### config.mk
export PLATFORM = sky130hd
export DESIGN_NAME = sb_cmd_dispatch
export DESIGN_NICKNAME = d
export VERILOG_FILES = /design/src/rtl/sbd_pkg.sv /design/src/rtl/sbd_crc_step.sv /design/src/rtl/sbd_field_map.sv /design/src/rtl/sbd_chan_route.sv /design/src/rtl/sb_cmd_dispatch.sv
export SDC_FILE = /design/constraint.sdc
export NUM_CORES = 1
export LEC_CHECK = 0
export ABC_AREA = 0
export BUFFER_PORTS_ARGS = -buffer_cell sky130_fd_sc_hd__buf_2
export CORE_MARGIN = 1.5
export CORE_UTILIZATION = 23
export CTS_CLUSTER_DIAMETER = 100
export DETAILED_ROUTE_END_ITERATION = 7
export GPL_TIMING_DRIVEN = 0
export PLACE_DENSITY = 0.41
export SETUP_SLACK_MARGIN = 0.5
export SLEW_MARGIN = 15
export SYNTH_ARGS = -nofsm -noshare
export SYNTH_HDL_FRONTEND = slang
export SYNTH_HIERARCHICAL = 1
export SYNTH_SLANG_ARGS = --single-unit
### constraint.sdc
create_clock -name clk -period 7.3 [get_ports clk]
set_input_delay 0.73 -clock clk [delete_from_list [all_inputs] [get_ports clk]]
set_output_delay 0.73 -clock clk [all_outputs]
set_load 0.005 [all_outputs]
### src/rtl/sbd_pkg.sv
// Package: shared widths, frame geometry and command types of the southbound
// command dispatcher. Assumes a 10-bit transfer and twelve transfers per frame.
package sbd_pkg;
    localparam int XFER_W      = 10;
    localparam int LANE_W      = 6;   // command-bearing bit positions
    localparam int CTL_W       = 4;   // check/type bit positions
    localparam int SLOT_XFERS  = 4;
    localparam int NUM_SLOTS   = 3;
    localparam int FRAME_XFERS = SLOT_XFERS * NUM_SLOTS;
    localparam int IDX_W       = $clog2(FRAME_XFERS + 1);
    localparam int CMD_W       = 24;
    localparam int SEL_W       = 3;
    localparam int SEL_LSB     = CMD_W - SEL_W;
    localparam int CRC_A_W     = 14;
    localparam int CRC_F_W     = 22;
    localparam int FTYPE_W     = 2;

    typedef logic [CMD_W-1:0] cmd_t;
    typedef logic [SEL_W-1:0] sel_t;

    // Channel select carried in the top bits of a command.
    function automatic sel_t sel_of(input cmd_t c);
        return c[SEL_LSB +: SEL_W];
    endfunction
endpackage

### src/rtl/sbd_crc_step.sv
// Module: one clock's worth of a bit-serial CRC. Shifts the masked input bits,
// lowest index first, into the running remainder, MSB-first feedback.
// Assumes POLY holds the polynomial without its x^W term.
module sbd_crc_step #(
    parameter int          W    = 14,
    parameter logic [W-1:0] POLY = 14'h002B,
    parameter int          NB   = 7
) (
    input  logic [W-1:0]  crc_i,
    input  logic [NB-1:0] bits_i,
    input  logic [NB-1:0] mask_i,
    output logic [W-1:0]  crc_o
);
    logic [W-1:0] acc;
    logic         fb;

    // Purpose: fold the enabled bits into the remainder in index order.
    always_comb begin
        acc = crc_i;
        fb  = 1'b0;
        for (int k = 0; k < NB; k++) begin
            if (mask_i[k]) begin
                fb  = acc[W-1] ^ bits_i[k];
                acc = {acc[W-2:0], 1'b0} ^ (fb ? POLY : '0);
            end
        end
        crc_o = acc;
    end
endmodule

### src/rtl/sbd_field_map.sv
// Module: pure wiring that unpacks a captured frame into its three commands,
// the two received check values and the frame type. Assumes the caller
// presents all twelve transfers, already split into command and control bits.
module sbd_field_map
    import sbd_pkg::*;
(
    input  logic [FRAME_XFERS*LANE_W-1:0] lanes_i,
    input  logic [FRAME_XFERS*CTL_W-1:0]  ctl_i,
    output cmd_t                          cmd_a_o,
    output cmd_t                          cmd_b_o,
    output cmd_t                          cmd_c_o,
    output logic [CRC_A_W-1:0]            a_chk_o,
    output logic [CRC_F_W-1:0]            f_chk_o,
    output logic [FTYPE_W-1:0]            ftype_o
);
    cmd_t cmd_w [NUM_SLOTS];

    // Purpose: command bit 4k+t sits at position k of slot transfer t.
    always_comb begin
        for (int s = 0; s < NUM_SLOTS; s++) begin
            cmd_w[s] = '0;
            for (int t = 0; t < SLOT_XFERS; t++) begin
                for (int k = 0; k < LANE_W; k++) begin
                    cmd_w[s][SLOT_XFERS*k + t] = lanes_i[(s*SLOT_XFERS + t)*LANE_W + k];
                end
            end
        end
    end

    assign cmd_a_o = cmd_w[0];
    assign cmd_b_o = cmd_w[1];
    assign cmd_c_o = cmd_w[2];

    // Purpose: gather the A check value and the frame type from slot A control bits.
    always_comb begin
        a_chk_o = '0;
        for (int t = 0; t < SLOT_XFERS; t++) begin
            for (int k = 1; k < CTL_W; k++) begin
                a_chk_o[SLOT_XFERS*(k-1) + t] = ctl_i[t*CTL_W + k];
            end
        end
        a_chk_o[12] = ctl_i[2*CTL_W];
        a_chk_o[13] = ctl_i[3*CTL_W];
        ftype_o     = {ctl_i[1*CTL_W], ctl_i[0]};
    end

    // Purpose: gather the frame check value from the B and C control bits.
    always_comb begin
        f_chk_o = '0;
        for (int t = SLOT_XFERS; t < FRAME_XFERS; t++) begin
            for (int k = 0; k < CTL_W; k++) begin
                if (CTL_W*(t-SLOT_XFERS) + k < CRC_F_W) begin
                    f_chk_o[CTL_W*(t-SLOT_XFERS) + k] = ctl_i[t*CTL_W + k];
                end
            end
        end
    end
endmodule

### src/rtl/sbd_chan_route.sv
// Module: registered steering of the issued commands onto the per-channel
// outputs. Command A wins a shared channel over an older B or C; a dropped
// older command is reported by a one-clock clash pulse. Assumes NCH <= 8.
module sbd_chan_route
    import sbd_pkg::*;
#(
    parameter int NCH = 8
) (
    input  logic               clk,
    input  logic               rst_n,
    input  logic               issue_a_i,
    input  cmd_t               cmd_a_i,
    input  logic               issue_bc_i,
    input  cmd_t               cmd_b_i,
    input  cmd_t               cmd_c_i,
    output logic [NCH-1:0]     chan_valid_o,
    output logic [NCH*CMD_W-1:0] chan_cmd_o,
    output logic               clash_o
);
    sel_t sel_a, sel_b, sel_c;
    assign sel_a = sel_of(cmd_a_i);
    assign sel_b = sel_of(cmd_b_i);
    assign sel_c = sel_of(cmd_c_i);

    for (genvar ch = 0; ch < NCH; ch++) begin : g_chan
        logic hit_a, hit_b, hit_c;

        // Purpose: decide which issuing command, if any, lands on this channel.
        always_comb begin
            hit_a = issue_a_i  && (sel_a == sel_t'(ch));
            hit_b = issue_bc_i && (sel_b == sel_t'(ch));
            hit_c = issue_bc_i && (sel_c == sel_t'(ch));
        end

        // Purpose: register the strobe and the winning command of this channel.
        always_ff @(posedge clk) begin
            if (!rst_n) begin
                chan_valid_o[ch]              <= 1'b0;
                chan_cmd_o[ch*CMD_W +: CMD_W] <= '0;
            end else begin
                chan_valid_o[ch] <= hit_a | hit_b | hit_c;
                if (hit_a) begin
                    chan_cmd_o[ch*CMD_W +: CMD_W] <= cmd_a_i;
                end else if (hit_b) begin
                    chan_cmd_o[ch*CMD_W +: CMD_W] <= cmd_b_i;
                end else if (hit_c) begin
                    chan_cmd_o[ch*CMD_W +: CMD_W] <= cmd_c_i;
                end
            end
        end
    end

    // Purpose: flag an older B or C displaced by a new A in the same clock.
    always_ff @(posedge clk) begin
        if (!rst_n) begin
            clash_o <= 1'b0;
        end else begin
            clash_o <= issue_a_i && issue_bc_i &&
                       ((sel_b == sel_a) || (sel_c == sel_a));
        end
    end
endmodule

### src/rtl/sb_cmd_dispatch.sv
// Module: top of the southbound command dispatcher. Captures a twelve-transfer
// frame, checks the A-slot CRC on the fourth transfer and issues command A at
// once, checks the frame CRC on the last transfer and releases B and C one
// frame period after A. Assumes the transfers of a frame arrive on consecutive
// clocks and that the host keeps frames of one flow back to back or idle.
module sb_cmd_dispatch
    import sbd_pkg::*;
#(
    parameter int                 NCH        = 8,
    parameter int                 CNT_W      = 16,
    parameter logic [CRC_A_W-1:0] CRC_A_POLY = 14'h002B,
    parameter logic [CRC_F_W-1:0] CRC_F_POLY = 22'h000003
) (
    input  logic                   clk,
    input  logic                   rst_n,
    input  logic                   xfer_valid,
    input  logic                   frame_start,
    input  logic [XFER_W-1:0]      xfer_data,
    output logic [NCH-1:0]         chan_valid,
    output logic [NCH*CMD_W-1:0]   chan_cmd,
    output logic                   crc_a_err,
    output logic                   crc_f_err,
    output logic                   dimm_conflict,
    output logic                   chan_clash,
    output logic                   foreign_frame,
    output logic [CNT_W-1:0]       foreign_count
);
    localparam int WAIT_W  = $clog2(FRAME_XFERS + 1);
    localparam int A_BITS  = LANE_W + 1;
    localparam int LAST_A  = SLOT_XFERS - 1;
    localparam int LAST_F  = FRAME_XFERS - 1;

    // ---------------- transfer indexing ----------------
    logic [IDX_W-1:0] idx_q, cur_idx;
    logic             take;

    // Purpose: derive the index of the present transfer and whether it is taken.
    always_comb begin
        cur_idx = frame_start ? '0 : idx_q;
        take    = xfer_valid && (frame_start || (idx_q < IDX_W'(FRAME_XFERS)));
    end

    // Purpose: advance the transfer index; parked at FRAME_XFERS when idle.
    always_ff @(posedge clk) begin
        if (!rst_n) begin
            idx_q <= IDX_W'(FRAME_XFERS);
        end else if (take) begin
            idx_q <= cur_idx + 1'b1;
        end
    end

    // ---------------- frame capture ----------------
    logic [LANE_W-1:0] lane_q [FRAME_XFERS];
    logic [CTL_W-1:0]  ctl_q  [FRAME_XFERS];
    logic [FRAME_XFERS*LANE_W-1:0] lanes_v;
    logic [FRAME_XFERS*CTL_W-1:0]  ctl_v;

    // Purpose: store each taken transfer in its frame position.
    always_ff @(posedge clk) begin
        if (!rst_n) begin
            for (int t = 0; t < FRAME_XFERS; t++) begin
                lane_q[t] <= '0;
                ctl_q[t]  <= '0;
            end
        end else if (take) begin
            lane_q[cur_idx] <= xfer_data[LANE_W-1:0];
            ctl_q[cur_idx]  <= xfer_data[XFER_W-1:LANE_W];
        end
    end

    // Purpose: present the frame with the transfer now arriving already in place.
    always_comb begin
        for (int t = 0; t < FRAME_XFERS; t++) begin
            if (take && (cur_idx == IDX_W'(t))) begin
                lanes_v[t*LANE_W +: LANE_W] = xfer_data[LANE_W-1:0];
                ctl_v[t*CTL_W +: CTL_W]     = xfer_data[XFER_W-1:LANE_W];
            end else begin
                lanes_v[t*LANE_W +: LANE_W] = lane_q[t];
                ctl_v[t*CTL_W +: CTL_W]     = ctl_q[t];
            end
        end
    end

    cmd_t                 cmd_a, cmd_b, cmd_c;
    logic [CRC_A_W-1:0]   a_chk_rx;
    logic [CRC_F_W-1:0]   f_chk_rx;
    logic [FTYPE_W-1:0]   ftype;

    sbd_field_map u_map (
        .lanes_i (lanes_v),
        .ctl_i   (ctl_v),
        .cmd_a_o (cmd_a),
        .cmd_b_o (cmd_b),
        .cmd_c_o (cmd_c),
        .a_chk_o (a_chk_rx),
        .f_chk_o (f_chk_rx),
        .ftype_o (ftype)
    );

    // ---------------- CRC engines ----------------
    logic [CRC_A_W-1:0] crc_a_q, crc_a_seed, crc_a_nxt;
    logic [CRC_F_W-1:0] crc_f_q, crc_f_seed, crc_f_nxt;
    logic [A_BITS-1:0]  a_mask;

    // Purpose: restart both remainders on transfer 0; A covers the type bits early on.
    always_comb begin
        crc_a_seed = (cur_idx == '0) ? '0 : crc_a_q;
        crc_f_seed = (cur_idx == '0) ? '0 : crc_f_q;
        a_mask     = (cur_idx < IDX_W'(2)) ? {A_BITS{1'b1}} : {1'b0, {LANE_W{1'b1}}};
    end

    sbd_crc_step #(.W(CRC_A_W), .POLY(CRC_A_POLY), .NB(A_BITS)) u_crc_a (
        .crc_i  (crc_a_seed),
        .bits_i (xfer_data[A_BITS-1:0]),
        .mask_i (a_mask),
        .crc_o  (crc_a_nxt)
    );

    sbd_crc_step #(.W(CRC_F_W), .POLY(CRC_F_POLY), .NB(LANE_W)) u_crc_f (
        .crc_i  (crc_f_seed),
        .bits_i (xfer_data[LANE_W-1:0]),
        .mask_i ({LANE_W{1'b1}}),
        .crc_o  (crc_f_nxt)
    );

    // Purpose: hold the running remainders between transfers.
    always_ff @(posedge clk) begin
        if (!rst_n) begin
            crc_a_q <= '0;
            crc_f_q <= '0;
        end else if (take) begin
            if (cur_idx <= IDX_W'(LAST_A)) begin
                crc_a_q <= crc_a_nxt;
            end
            crc_f_q <= crc_f_nxt;
        end
    end

    // ---------------- issue control ----------------
    logic at_a_end, at_f_end, is_cmd, a_pass, f_pass, distinct;
    logic issue_a, a_fail, foreign_hit, f_fail, conflict_hit, bc_arm, issue_bc;
    logic a_ok_q, bc_pend_q;
    logic [WAIT_W-1:0] wait_q;
    cmd_t cmd_b_h, cmd_c_h;

    // Purpose: evaluate the A check at transfer 3 and the frame check at transfer 11.
    always_comb begin
        at_a_end     = take && (cur_idx == IDX_W'(LAST_A));
        at_f_end     = take && (cur_idx == IDX_W'(LAST_F));
        is_cmd       = (ftype == '0);
        a_pass       = (crc_a_nxt == a_chk_rx);
        f_pass       = (crc_f_nxt == f_chk_rx);
        distinct     = (sel_of(cmd_a) != sel_of(cmd_b)) &&
                       (sel_of(cmd_a) != sel_of(cmd_c)) &&
                       (sel_of(cmd_b) != sel_of(cmd_c));
        issue_a      = at_a_end && is_cmd && a_pass;
        a_fail       = at_a_end && is_cmd && !a_pass;
        foreign_hit  = at_a_end && !is_cmd;
        f_fail       = at_f_end && a_ok_q && !f_pass;
        conflict_hit = at_f_end && a_ok_q && f_pass && !distinct;
        bc_arm       = at_f_end && a_ok_q && f_pass && distinct;
        issue_bc     = bc_pend_q && (wait_q == WAIT_W'(1));
    end

    // Purpose: remember that this frame's A went out, so B and C may follow.
    always_ff @(posedge clk) begin
        if (!rst_n) begin
            a_ok_q <= 1'b0;
        end else if (issue_a) begin
            a_ok_q <= 1'b1;
        end else if (take && (cur_idx == '0)) begin
            a_ok_q <= 1'b0;
        end
    end

    // Purpose: time one frame period from A issue to the B/C release.
    always_ff @(posedge clk) begin
        if (!rst_n) begin
            wait_q <= '0;
        end else if (issue_a) begin
            wait_q <= WAIT_W'(FRAME_XFERS);
        end else if (wait_q != '0) begin
            wait_q <= wait_q - 1'b1;
        end
    end

    // Purpose: hold checked B and C until their release clock.
    always_ff @(posedge clk) begin
        if (!rst_n) begin
            bc_pend_q <= 1'b0;
            cmd_b_h   <= '0;
            cmd_c_h   <= '0;
        end else if (bc_arm) begin
            bc_pend_q <= 1'b1;
            cmd_b_h   <= cmd_b;
            cmd_c_h   <= cmd_c;
        end else if (issue_bc || issue_a) begin
            bc_pend_q <= 1'b0;
        end
    end

    // Purpose: register the status pulses and the non-command frame count.
    always_ff @(posedge clk) begin
        if (!rst_n) begin
            crc_a_err     <= 1'b0;
            crc_f_err     <= 1'b0;
            dimm_conflict <= 1'b0;
            foreign_frame <= 1'b0;
            foreign_count <= '0;
        end else begin
            crc_a_err     <= a_fail;
            crc_f_err     <= f_fail;
            dimm_conflict <= conflict_hit;
            foreign_frame <= foreign_hit;
            if (foreign_hit) begin
                foreign_count <= foreign_count + 1'b1;
            end
        end
    end

    sbd_chan_route #(.NCH(NCH)) u_route (
        .clk          (clk),
        .rst_n        (rst_n),
        .issue_a_i    (issue_a),
        .cmd_a_i      (cmd_a),
        .issue_bc_i   (issue_bc),
        .cmd_b_i      (cmd_b_h),
        .cmd_c_i      (cmd_c_h),
        .chan_valid_o (chan_valid),
        .chan_cmd_o   (chan_cmd),
        .clash_o      (chan_clash)
    );
endmodule

Word-level counts from Yosys, hierarchy flattened
Memory sizes are Yosys's and may differ from the RTL's. A register that Yosys moved wholly into a read port is not among the register bits.
Cells that the tools add are included.
Word-level totals
  output and inout bits: 221
  bits in registers: 315
  RAM bits: 120
  input port bits: 14
  logic and storage cells: 289
  memories kept: 2
Cells by class
  $lt $le $gt $ge: 3
  bitwise gates (word level): 43
  muxes and demuxes: 86
  add/subtract/negate cells: 3
  reduce and logical (&&, ||, !) cells: 81
  equal/unequal tests: 40
Memory list
  lane_q: depth 12, bits a word 6, read ports 12, clocked after memory_dff 2, write ports 12, RTL line sb_cmd_dispatch.sv:53  | logic [LANE_W-1:0] lane_q [FRAME_XFERS];
  ctl_q: depth 12, bits a word 4, read ports 10, clocked after memory_dff 0, write ports 12, RTL line sb_cmd_dispatch.sv:54  | logic [CTL_W-1:0] ctl_q [FRAME_XFERS];
Operators with widths (number)
  $mux 24: 24
  $xor 22x22->22: 6
  $mux 6: 20
  $mux 14: 8
  $xor 14x14->14: 7
  $mux 4: 15
  $logic_and 1x1->1: 51
  $eq 3x3->1 const B: 12
  $reduce_bool 3->1: 8
  $eq 22x22->1: 1
  $mux 22: 1
  $eq 3x2->1 const B: 6
  $add 16x1->16 const B: 1
  $eq 4x3->1 const B: 4
  $eq 4x4->1 const B: 4
  $or 1x1->1: 16
  $eq 14x14->1: 1
  $mux 2: 7
  $xor 1x1->1: 13
  $mux 1: 10
  $eq 3x1->1 const B: 3
  $logic_not 3->1: 3
  $ne 3x3->1: 3
  $eq 4x1->1 const B: 2
  other kinds (19): 30

Depth between registers and ports, before layout
  word-level depth: 36
  depth in mapped cells: 30
  mapped depth without buffers: 23

By module
Netlist, hierarchy kept.
By module, submodules not included
  sb_cmd_dispatch: sequential area each 5885.6 µm², area each 11563.6 µm², cells an instance 1230, times used 1
  sbd_chan_route: sequential area each 4023.9 µm², area each 9863.2 µm², cells an instance 1315, times used 1
  sbd_crc_step at u_crc_a: sequential area each 0.0 µm², area each 2085.8 µm², cells an instance 273, times used 1
  sbd_crc_step at u_crc_f: sequential area each 0.0 µm², area each 2074.5 µm², cells an instance 277, times used 1
  sbd_field_map: sequential area each 0.0 µm², area each 825.8 µm², cells an instance 110, times used 1

Worst setup path before layout
No wires, ideal clock.
  kind: in2reg
  from: input port frame_start
  to: register u_route.chan_cmd_o[0]
  required time: 7183 ps
  arrival time: 6068 ps
  cell stages on the path: 28
  slack: 1115 ps
  buffers on the path: 5
  library setup time: 117 ps
  cell sequence: clkbuf_2 nor2b_1 inv_1 ha_1 nand2_1 clkbuf_1 and2_1 mux2_1 mux2i_1 mux2_2 a21oi_2 o221ai_2 xor2_2 xor2_1 mux4_2 a21oi_1 xnor2_1 nand4_1 nor4_1 nand3_1 inv_1 buf_2 or4b_1 buf_2 o311a_4 and2_4 buf_6 a22o_1
Between the ends
  longest elaborated chain between the ends: 23
  elaborated cells between the ends (all ways): 58
  classes of those cells: order compare (1); eq/ne (4); mux (26); bitwise (14); reduce/logical (13)
RTL lines
  start: declaration: RTL line sb_cmd_dispatch.sv:17  | input logic frame_start,
  $mux 4 (*): RTL line sb_cmd_dispatch.sv:39  | cur_idx = frame_start ? '0 : idx_q;
  $logic_not 4->1 (*): RTL line sb_cmd_dispatch.sv:107  | crc_a_seed = (cur_idx == '0) ? '0 : crc_a_q;
  $mux 14 (*): RTL line sb_cmd_dispatch.sv:107
  named net crc_a_seed[8]: RTL line sb_cmd_dispatch.sv:101  | logic [CRC_A_W-1:0] crc_a_q, crc_a_seed, crc_a_nxt;
  $xor 14x14->14 (*): RTL line sbd_crc_step.sv:24  | acc = {acc[W-2:0], 1'b0} ^ (fb ? POLY : '0);
  $mux 14 (*): RTL line sbd_crc_step.sv:22  | if (mask_i[k]) begin
  $xor 14x14->14 (*): RTL line sbd_crc_step.sv:24
  $mux 14 (*): RTL line sbd_crc_step.sv:22
  [10 not listed]
  $xor 14x14->14 (*): RTL line sbd_crc_step.sv:24
  $mux 14 (*): RTL line sbd_crc_step.sv:22
  named net crc_a_nxt[2]: RTL line sb_cmd_dispatch.sv:101
  $eq 14x14->1 (*): RTL line sb_cmd_dispatch.sv:151  | a_pass = (crc_a_nxt == a_chk_rx);
  $logic_and 1x1->1 (*): RTL line sb_cmd_dispatch.sv:156  | issue_a = at_a_end && is_cmd && a_pass;
  named net issue_a: RTL line sb_cmd_dispatch.sv:141  | logic issue_a, a_fail, foreign_hit, f_fail, conflict_hit, bc_arm, issue_bc;
  $logic_and 1x1->1 (*): RTL line sbd_chan_route.sv:30  | hit_a = issue_a_i && (sel_a == sel_t'(ch));
  $reduce_bool 3->1 (no source line) or $mux 24 (tied branches)
  end signal: indexed assignment: RTL line sbd_chan_route.sv:43  | chan_cmd_o[ch*CMD_W +: CMD_W] <= cmd_a_i;
  end signal: indexed assignment: RTL line sbd_chan_route.sv:45  | chan_cmd_o[ch*CMD_W +: CMD_W] <= cmd_b_i;
  end signal: indexed assignment: RTL line sbd_chan_route.sv:47  | chan_cmd_o[ch*CMD_W +: CMD_W] <= cmd_c_i;
  end: declaration: RTL line sbd_chan_route.sv:17  | output logic [NCH*CMD_W-1:0] chan_cmd_o,
The timed path passes the listed nets; every way through them passes the cells marked *.
A chain may end at the register's enable or synchronous reset.

Worst setup path in the final report
  from: input port frame_start
  to: register u_route.chan_cmd_o[11]
Between the ends
  longest elaborated chain between the ends: 23
  elaborated cells between the ends (all ways): 57
  classes of those cells: order compare (1); eq/ne (4); mux (25); bitwise (14); reduce/logical (13)
RTL lines
  $mux 4 (*): RTL line sb_cmd_dispatch.sv:39
  $logic_not 4->1 (*): RTL line sb_cmd_dispatch.sv:107
  $mux 14 (*): RTL line sb_cmd_dispatch.sv:107
  named net crc_a_seed[12]: RTL line sb_cmd_dispatch.sv:101
  $xor 14x14->14: RTL line sbd_crc_step.sv:24
  $mux 14 (*): RTL line sbd_crc_step.sv:22
  $xor 1x1->1: RTL line sbd_crc_step.sv:23  | fb = acc[W-1] ^ bits_i[k];
  $mux 6: RTL line sbd_crc_step.sv:24
  [10 not listed]
  $xor 14x14->14: RTL line sbd_crc_step.sv:24
  $mux 14 (*): RTL line sbd_crc_step.sv:22
  named net crc_a_nxt[5]: RTL line sb_cmd_dispatch.sv:101
  $eq 14x14->1 (*): RTL line sb_cmd_dispatch.sv:151
  $logic_and 1x1->1 (*): RTL line sb_cmd_dispatch.sv:156
  named net issue_a: RTL line sb_cmd_dispatch.sv:141
  $logic_and 1x1->1 (*): RTL line sbd_chan_route.sv:30
  $reduce_bool 3->1 (no source line) or $mux 24 (tied branches)
Marks and branches as above.

==> run metrics <==
yosys warns=6; sequential share of power=0.416; peak supply drop=0.176 mV; Mean Syn Cell Area=8.17 sq um; Buf/Inv on CP=12; H-tree Lvls=2; Hold Slack=0.449 ns; Leakage=13.2 nW; Synth-to-Final Area Change=19.8%; Synth Cell Area=25900 sq um; PD cells=192 nW/um^2; post-layout util=0.277; CP Class=in -> reg; Ports=235; final count of hold timing violations=0; final setup fails=0; Max-cap violations=0; vias in the first global route=22900; routed vias=23800; CP startpoint kind=input port; Most common cell on crit path=buf_2; Layout Nets=3526; Die ar.=115000 sq um; power share of the clock group=0.451; worst path arrival time=7.06 ns; Worst path max stage delay=0.44 ns; clock root buffer=clkbuf_16; Reg clk slew, reported paths=0.06 ns; Slowest-stage cell, CP=or4b_1; HP Class=reg -> reg; GRT Total Usage=0.181; Worst EP required=7.88 ns; Initial Util=0.231; setup tns final=0 ns; Worst Max-Slew Pin Slew=1.00 ns; WL final=107000 um; IO Port Bufs=234; GPL Wtd Cong=0.869; CTS Buf Count=53; layout cells sized above 1=0.192; final clock skew=0.0443 ns; Placement Rows=123; routed length per instance=21.2 um; Relative slew margins=0.333; sw frac=0.276; Post-CTS Hold Buffers=0; P_sw=1.64 mW; Worst Setup End Kind=flop; CORE AREA=112000 sq um; diodes inserted=0; post-route cell area=31100 sq um; Logic pwr share=0.134; Crit Path Max Fanout=10; area post-placement=29100 sq um; final period utilization=0.887; Setup Slack @ Placement=-1.72 ns; DR pass1 iterations=6; largest net degree at the start of global routing=16; Skew-Pair Late Insertion Delay=0.65 ns; antenna-violating nets left=0; RSZ-0062 raised after global routing=false; dpl hpwl=80200 um; f_max=155 MHz; DRC=0; final slew viol count=0; commonest non-fill, non-tap cell in the layout=nand2_1; initial DRC count=1721; setup slack after layout=0.828 ns; Clock Path Buffers=3; first-pass GRT wire length=158000 um; commonest cells after routing, fill and taps aside=nand2_1 (781), dfxtp_1 (315), buf_2 (281), nor2_1 (272), clkbuf_1 (199); status=completed; die width=339 um; CTS tree=built; global route total overflow=0; clock sink count=425; vias per cell=4.71; Period minus WS final=6.47 ns; Internal Power=4.32 mW; die span in y=339 um; initial antenna violation count=5; CP top delay family=buffers and inverters; Post-Syn Instances=3175
## metal layers
layer	part of all wire	track usage	vias to the layer above
met5	0.00025	0	-
met4	0.024	0.0452	4
met3	0.054	0.0223	131
met2	0.46	0.297	746
met1	0.46	0.251	11400
li1	-	-	11500
## registers in the layout (all words and copies together), names as in the netlist, 4 cells and up
name,flops
crc_f_q,22
cmd_b_h,24
u_route/chan_valid_o,8
ctl_q,38
lane_q,72
crc_a_q,14
wait_q,4
idx_q,4
u_route/chan_cmd_o,192
foreign_count,16
cmd_c_h,24
## final timing paths
kind                                       start                                   to  slack, ns  cells after the start
min reg2reg  u_route/chan_cmd_o[70]$_SDFFE_PN0P_  u_route/chan_cmd_o[70]$_SDFFE_PN0P_       0.45                      1
max                                  frame_start  u_route/chan_cmd_o[11]$_SDFFE_PN0P_       0.83                     32
min          u_route/chan_cmd_o[70]$_SDFFE_PN0P_  u_route/chan_cmd_o[70]$_SDFFE_PN0P_       0.45                      1
max reg2reg                idx_q[0]$_SDFFE_PN0P_  u_route/chan_cmd_o[11]$_SDFFE_PN0P_       0.87                     30
## layout make-up
class                      count  area [sq um]
inverter                      27           101
buffer                       428          2280
clock buffer                  84          1570
multi-input combinational   2318         14200
sequential                   425          9610
timing repair buffer         252          1310
fill                       12200         81100
tap                         1500          1880
clock inverter                13           181
## through the flow
| step | power [mW] | cells |
|---|---|---|
| finish | 5.96 | 5047 |
| global route | 6.20 | 5047 |
| CTS | 5.99 | 5040 |
| floorplan | 3.07 | 3198 |
| global placement | 3.29 | 4932 |
| detailed placement | 3.29 | 4932 |
## power by group through the flow
| stage | registers (mW) | logic (mW) | clock network [mW] |
|---|---|---|---|
| after global placement | 2.53 | 0.759 | 0 |
| after global routing | 2.48 | 0.871 | 2.84 |
| after detailed placement | 2.53 | 0.757 | 0 |
| after CTS | 2.48 | 0.768 | 2.75 |
| after floorplan | 2.52 | 0.549 | 0 |
| final | 2.48 | 0.798 | 2.69 |
## timing repair
item,4_1_cts,5_1_grt
buffers inserted,11,7
gates resized for setup,26,28
pin swaps,8,2
setup endpoints to repair,201,178
No activity file was read; power rests on OpenSTA's default activity.
